**config.mk**
```make
export PLATFORM = sky130hd
export DESIGN_NAME = xpt_plane_loader
export DESIGN_NICKNAME = d
export VERILOG_FILES = /design/src/rtl/xpt_plane_loader.sv
export SDC_FILE = /design/constraint.sdc
export NUM_CORES = 1
export LEC_CHECK = 0
export BUFFER_PORTS_ARGS = -buffer_cell sky130_fd_sc_hd__clkbuf_2
export CAP_MARGIN = 10
export CORE_AREA = 2 2 75 77
export CTS_BUF_LIST = sky130_fd_sc_hd__clkbuf_2 sky130_fd_sc_hd__clkbuf_4 sky130_fd_sc_hd__clkbuf_8
export DETAILED_ROUTE_END_ITERATION = 10
export DIE_AREA = 0 0 77 79
export GPL_TIMING_DRIVEN = 0
export PLACE_DENSITY = 0.92
export SYNTH_ARGS = -nofsm -noshare
export SYNTH_HDL_FRONTEND = slang
export SYNTH_SLANG_ARGS = --single-unit
export TNS_END_PERCENT = 5
```
**constraint.sdc**
```tcl
create_clock -name clk -period 4.3 [get_ports clk]
set_input_delay 1.075 -clock clk [delete_from_list [all_inputs] [get_ports clk]]
set_output_delay 1.075 -clock clk [all_outputs]
set_load 0.05 [all_outputs]
```
**src/rtl/xpt_plane_loader.sv**
```systemverilog
module xpt_plane_loader #(
  parameter int NPORTS = 16,
  parameter int PLANES = 4
) (
  input  logic                       clk,
  input  logic                       rst_n,
  input  logic                       load_i,
  input  logic                       auto_cfg_i,
  input  logic                       addr_en_n_i,
  input  logic                       cfg_n_i,
  input  logic [NPORTS-1:0]          word_i,
  output logic [$clog2(PLANES)-1:0]  mem_addr_o,
  output logic                       mem_addr_oe_o,
  output logic                       ready_o,
  output logic                       cfg_pulse_o,
  output logic [NPORTS*PLANES-1:0]   sel_o
);
  localparam int AW = $clog2(PLANES);
  localparam int CW = $clog2(PLANES + 2);

  logic          load_q;
  logic          busy;
  logic [CW-1:0] cnt;
  logic [AW-1:0] addr;
  logic          ready_q;
  logic          pulse_q;
  logic [AW-1:0] pidx;

  wire start   = load_i & ~load_q;
  wire last    = busy && (cnt == CW'(PLANES));
  wire capture = busy && !start && (cnt != '0);

  assign pidx          = AW'(cnt - 1'b1);
  assign mem_addr_o    = addr;
  assign mem_addr_oe_o = ~addr_en_n_i;
  assign ready_o       = ready_q;
  assign cfg_pulse_o   = pulse_q;

  always_ff @(posedge clk) begin
    if (!rst_n) begin
      load_q  <= 1'b0;
      busy    <= 1'b0;
      cnt     <= '0;
      addr    <= '0;
      pulse_q <= 1'b0;
      ready_q <= 1'b0;
    end else begin
      load_q  <= load_i;
      pulse_q <= !start && last && auto_cfg_i;
      if (start) begin
        busy <= 1'b1;
        cnt  <= '0;
        addr <= '0;
      end else if (busy) begin
        cnt <= cnt + 1'b1;
        if (cnt < CW'(PLANES - 1)) addr <= addr + 1'b1;
        if (last) busy <= 1'b0;
      end
      if (start || !cfg_n_i)            ready_q <= 1'b0;
      else if (last && !auto_cfg_i)     ready_q <= 1'b1;
      else if (pulse_q)                 ready_q <= 1'b1;
    end
  end

  for (genvar n = 0; n < NPORTS; n++) begin : g_port
    logic [PLANES-1:0] sel_q;
    always_ff @(posedge clk) begin
      if (!rst_n)       sel_q <= '0;
      else if (capture) sel_q[pidx] <= word_i[n];
    end
    assign sel_o[n*PLANES +: PLANES] = sel_q;
  end

  assert_start_clears_ready_R2: assert property (@(posedge clk) disable iff (!rst_n)
    start |=> (!ready_o && mem_addr_o == '0));

  assert_addr_steps_R3: assert property (@(posedge clk) disable iff (!rst_n)
    (busy && !start && cnt < CW'(PLANES - 1)) |=> mem_addr_o == AW'($past(mem_addr_o) + 1'b1));

  assert_pulse_one_wide_R7: assert property (@(posedge clk) disable iff (!rst_n)
    cfg_pulse_o |=> !cfg_pulse_o);

  assert_pulse_then_ready_R7: assert property (@(posedge clk) disable iff (!rst_n)
    (cfg_pulse_o && !start && cfg_n_i) |=> ready_o);

  assert_no_pulse_when_manual_R6: assert property (@(posedge clk) disable iff (!rst_n)
    (last && !start && !auto_cfg_i) |=> !cfg_pulse_o);

  assert_ext_cfg_clears_R8: assert property (@(posedge clk) disable iff (!rst_n)
    !cfg_n_i |=> !ready_o);

  always_comb assert_oe_inverse_R4: assert (mem_addr_oe_o == !addr_en_n_i);
endmodule

```
# Word level (Yosys, flattened, before mapping)
# Cells that the tools add are included.
[op_classes]
reduce_logical = 16
n_bitwise = 4
order_cmp = 3
muxes = 23
n_addsub = 3
n_eq_ne = 1
[ops]
columns = ["operator", "count"]
rows = [
  ["$bwmux W4", 16],
  ["$logic_and A1 B1 Y1", 7],
  ["$mux W1", 6],
  ["$reduce_or A2 Y1", 2],
  ["$add A3 B1 Y3 const B", 1],
  ["$eq A3 B3 Y1 const B", 1],
  ["$logic_not A1 Y1", 3],
  ["$lt A2 B3 Y1 const B", 1],
  ["$lt A3 B2 Y1 const B", 1],
  ["$not A1 Y1", 3],
  ["$reduce_bool A3 Y1", 1],
  ["$add A2 B1 Y2 const B", 1],
  ["$demux W1 S2", 1],
  ["$ge A2 B1 Y1 const B", 1],
  ["$reduce_and A2 Y1", 1],
  ["$reduce_bool A2 Y1", 1],
  ["$sub A2 B1 Y2 const B", 1],
  ["$and A1 B1 Y1", 1],
  ["$logic_or A1 B1 Y1", 1],
]
[word_totals]
in_bits = 22
regBits = 73
output_inout_bits = 69

# Logic depth before layout (Yosys ltp)
[depth]
ltp_word = 6
depth_mapped = 6
depth_no_buf = 5

# Worst setup path before layout
# No wires, ideal clock.
[synth_timing]
path_type = "in2out"
startpoint = "in addr_en_n_i"
endpoint = "out mem_addr_oe_o"
setup_slack_ns = 1.854
stages = 1
arrival_time_ns = 1.371
n_path_buf = 0
required_time_ns = 3.225
path_cell_list = "inv_1"
[synth_between]
elab_chain_len = 1
[synth_lines]
columns = ["item", "line", "source"]
rows = [
  ["start: declaration", "9", "input logic addr_en_n_i,"],
  ["$not A1 Y1", "35", "assign mem_addr_oe_o = ~addr_en_n_i;"],
  ["end: declaration", "13", "output logic mem_addr_oe_o,"],
]
# Every way passes these cells.

# Final worst setup path
# Same ends and word-level chain as after synthesis.

==> summary.txt <==
Clocking
  – Postcts setup bufs: 0
  – Num CTS Buffers: 9
  – CTS Hold Bufs: 0
  – CTS Root Cell: clkbuf_8
  – CTS Buffer Depth: 2
  – # clock sinks: 73
  – Skew-Pair Late Insertion Delay: 0.34 ns
  – TritonCTS clock tree: built
  – Post-CTS Resized: 0
  – CTS clk-pin slew, worst paths: 0.07 ns
  – H-tree depth: 3

Synthesis
  – Post-synth top area share: 52.0%
  – Mapped cell area: 0.00281 mm²
  – Syn nets: 303
  – Synth Area in Simple Gates: 16.9%
  – Largest family of logic cells by synthesized area: multiplexers
  – EDFF count, synth: 0
  – Cell count after synthesis: 276
  – Synth Area per Inst: 10.2 µm²
  – Sequential fraction of the synthesis area: 52.0%
  – Largest cells by area after synthesis: dfxtp_1 52%, mux2i_1 23%, nand2_1 11%
  – Synth Area in Compound Gates: 1.16%
  – Post-synthesis mux area share: 23.2%
  – Synth Flop Type: dfxtp_1
  – Asr flop ratio synth: 0%
  – YS warnings: 0
  – Post-Synth Adder-Cell Area: 2.23%
  – Synth area leader: dfxtp_1
  – #FFs+latches synth: 73
  – Synth cell types: 27
  – Synth Area in XOR/XNOR: 0.624%

Drt
  – Vias: 2285
  – WL/cell: 14.5 µm
  – DRC: 0
  – Vias per cell: 5.04
  – 1st-pass router iterations: 4
  – DRT iter0 DRCs: 115
  – Routed wire length: 6570 µm
  – Antenna-violating nets left: 0

Worst setup path
  – Crit path max-delay family: buffers and inverters
  – Most used cell, CP: clkbuf_2
  – CP Launch Type: input pin
  – CP startpoint: addr_en_n_i
  – CP max-delay cell: clkbuf_2
  – CP Capture Type: output port
  – CP Cell Sequence: clkbuf_2, inv_1, clkbuf_2
  – Max incr delay on CP: 0.26 ns
  – Worst Path Required: 3.22 ns
  – CP Max Fanout: 1
  – WS Path Type: in -> out
  – R2r startpoint: cnt[0]
  – CP Buf/Inv Count: 3
  – Critical path arrival: 1.45 ns

Final layout
  – Post-layout util: 67.0%
  – Syn-to-layout area delta: 27.3%
  – Final Cell Area: 0.00357 mm²
  – Layout cells sized above 1: 30.4%
  – Commonest non-fill, non-tap cells in the layout: 89 x clkbuf_2, 85 x nand2_1, 73 x dfxtp_1, 65 x mux2i_1, 14 x clkbuf_8
  – Layout Nets: 403
  – Ant diodes: 0
  – Most common cell after layout, fill and taps aside: clkbuf_2

Die
  – Die Width: 77 µm
  – Core area: 0.00534 mm²
  – Num rows: 27
  – Ports: 91
  – Initial Util: 52.6%
  – Die Ht: 79 µm
  – Area of the die: 0.00608 mm²

GRT
  – Gr ovfl total: 0
  – Antenna violations before repair: 0
  – Global-route wire length before repair: 10700 µm
  – Vias in the first global route: 2282
  – Tot GR Track Use: 22.8%
  – Largest net degree at the start of global routing: 12

STA
  – F_max: 396 MHz
  – Worst clock skew: 0.00684 ns
  – Worst slew pin tran: 0.538 ns
  – Worst slew margin: 64.2%
  – Final setup violation count: 0
  – Sum Neg Setup Slack: 0 ns
  – Max Slew Vio Count: 0
  – Hold Violations, Final: 0
  – RSZ-0062 raised after global routing: no
  – Final Cycle Share: 58.7%
  – Min cycle time layout: 2.53 ns

Place
  – Final Wtd Congestion: 0.758
  – Dpl hpwl: 4710 µm
  – Placed Area: 0.00334 mm²
  – Buffers added on ports: 89

Flow run
  – Max_cap viols: 0

Pwr
  – PD cells: 374 mW/mm²
  – Max IR drop VDD: 0.266 mV
  – Leak: 1.49 nW
  – Total power: 1.34 mW

Min path
  – Hold crit path type: reg -> reg
  – Worst hold start: g_port[6].sel_q[0]

Status
  – Outcome: complete, no violations
[logic make-up (layout without fill, tap and decap cells)]
| logic type | after synthesis | count (layout) |
|---|---|---|
| and+or+nand+nor | 105 | 105 |
| DFF | 73 | 73 |
| muxes | 65 | 65 |
| buffers and inverters | 20 | 125 |
| AOI/OAI and AO/OA | 6 | 6 |
| adders and majority gates | 5 | 5 |
| xor gates and xnor gates | 2 | 2 |
[worst register-to-register path: cells and delay by family (launching register included)]
kind | cells | cell delay (ns)
multiplexers | 1 | 0.22
buffers and inverters | 2 | 0.38
flip-flops | 1 | 0.44
adder cells (fa/ha/maj) | 1 | 0.25
AND/OR/NAND/NOR | 2 | 0.71
[flip-flops by register name, indices dropped and copies added (netlist names)]
signal / count
busy: 1
cfg_pulse_o: 1
cnt: 3
g_port.sel_q: 64
load_q: 1
mem_addr_o: 2
ready_o: 1
[metrics by stage]
stage | setup WS [ns] | cells | hold slack, ns
2_1_floorplan | 1.85 | 276 | 0.543
3_3_place_gp | 1.77 | 437 | 0.442
3_5_place_dp | 1.77 | 437 | 0.447
4_1_cts | 1.77 | 453 | 0.461
5_1_grt | 1.75 | 453 | 0.481
6_report | 1.77 | 453 | 0.459
[final cells by class]
type	count	area (µm²)
buffer	15	91.3
clock buffer	15	200
clock inverter	1	30.0
fill	447	1760
inverter	5	18.8
multi-input combinational	183	1240
sequential	73	1460
tap	72	90.1
timing repair buffer	89	445
[cell usage after synthesis (2+ instances only)]
cell type	number
and2_1	2
nand2b_1	2
nand2_1	85
nor2_1	4
mux2i_1	65
ha_1	5
dfxtp_1	73
o21ai_0	2
buf_6	4
nor2b_1	2
a21oi_1	3
clkbuf_1	8
inv_1	5
nor3_4	3
[final timing paths]
check             slack (ns)                 end  depth (start not counted)
setup / recovery        1.77       mem_addr_oe_o                          3
hold / removal          0.46  g_port[6].sel_q[0]                          2
setup reg to reg        2.24  g_port[2].sel_q[2]                          6
hold reg to reg         0.46  g_port[6].sel_q[0]                          2
[power by group]
part	switching, mW	total (mW)	internal (mW)
combinational	0.0428	0.0624	0.0196
sequential	0.00229	0.681	0.679
clock	0.240	0.594	0.354
[layer usage]
metal	wire length, µm	track usage, %
met4	95	8.57
met2	3220	39.2
met1	2840	26.4
met5	0	0
met3	413	7.84
Power figures use the tool's default switching activity.
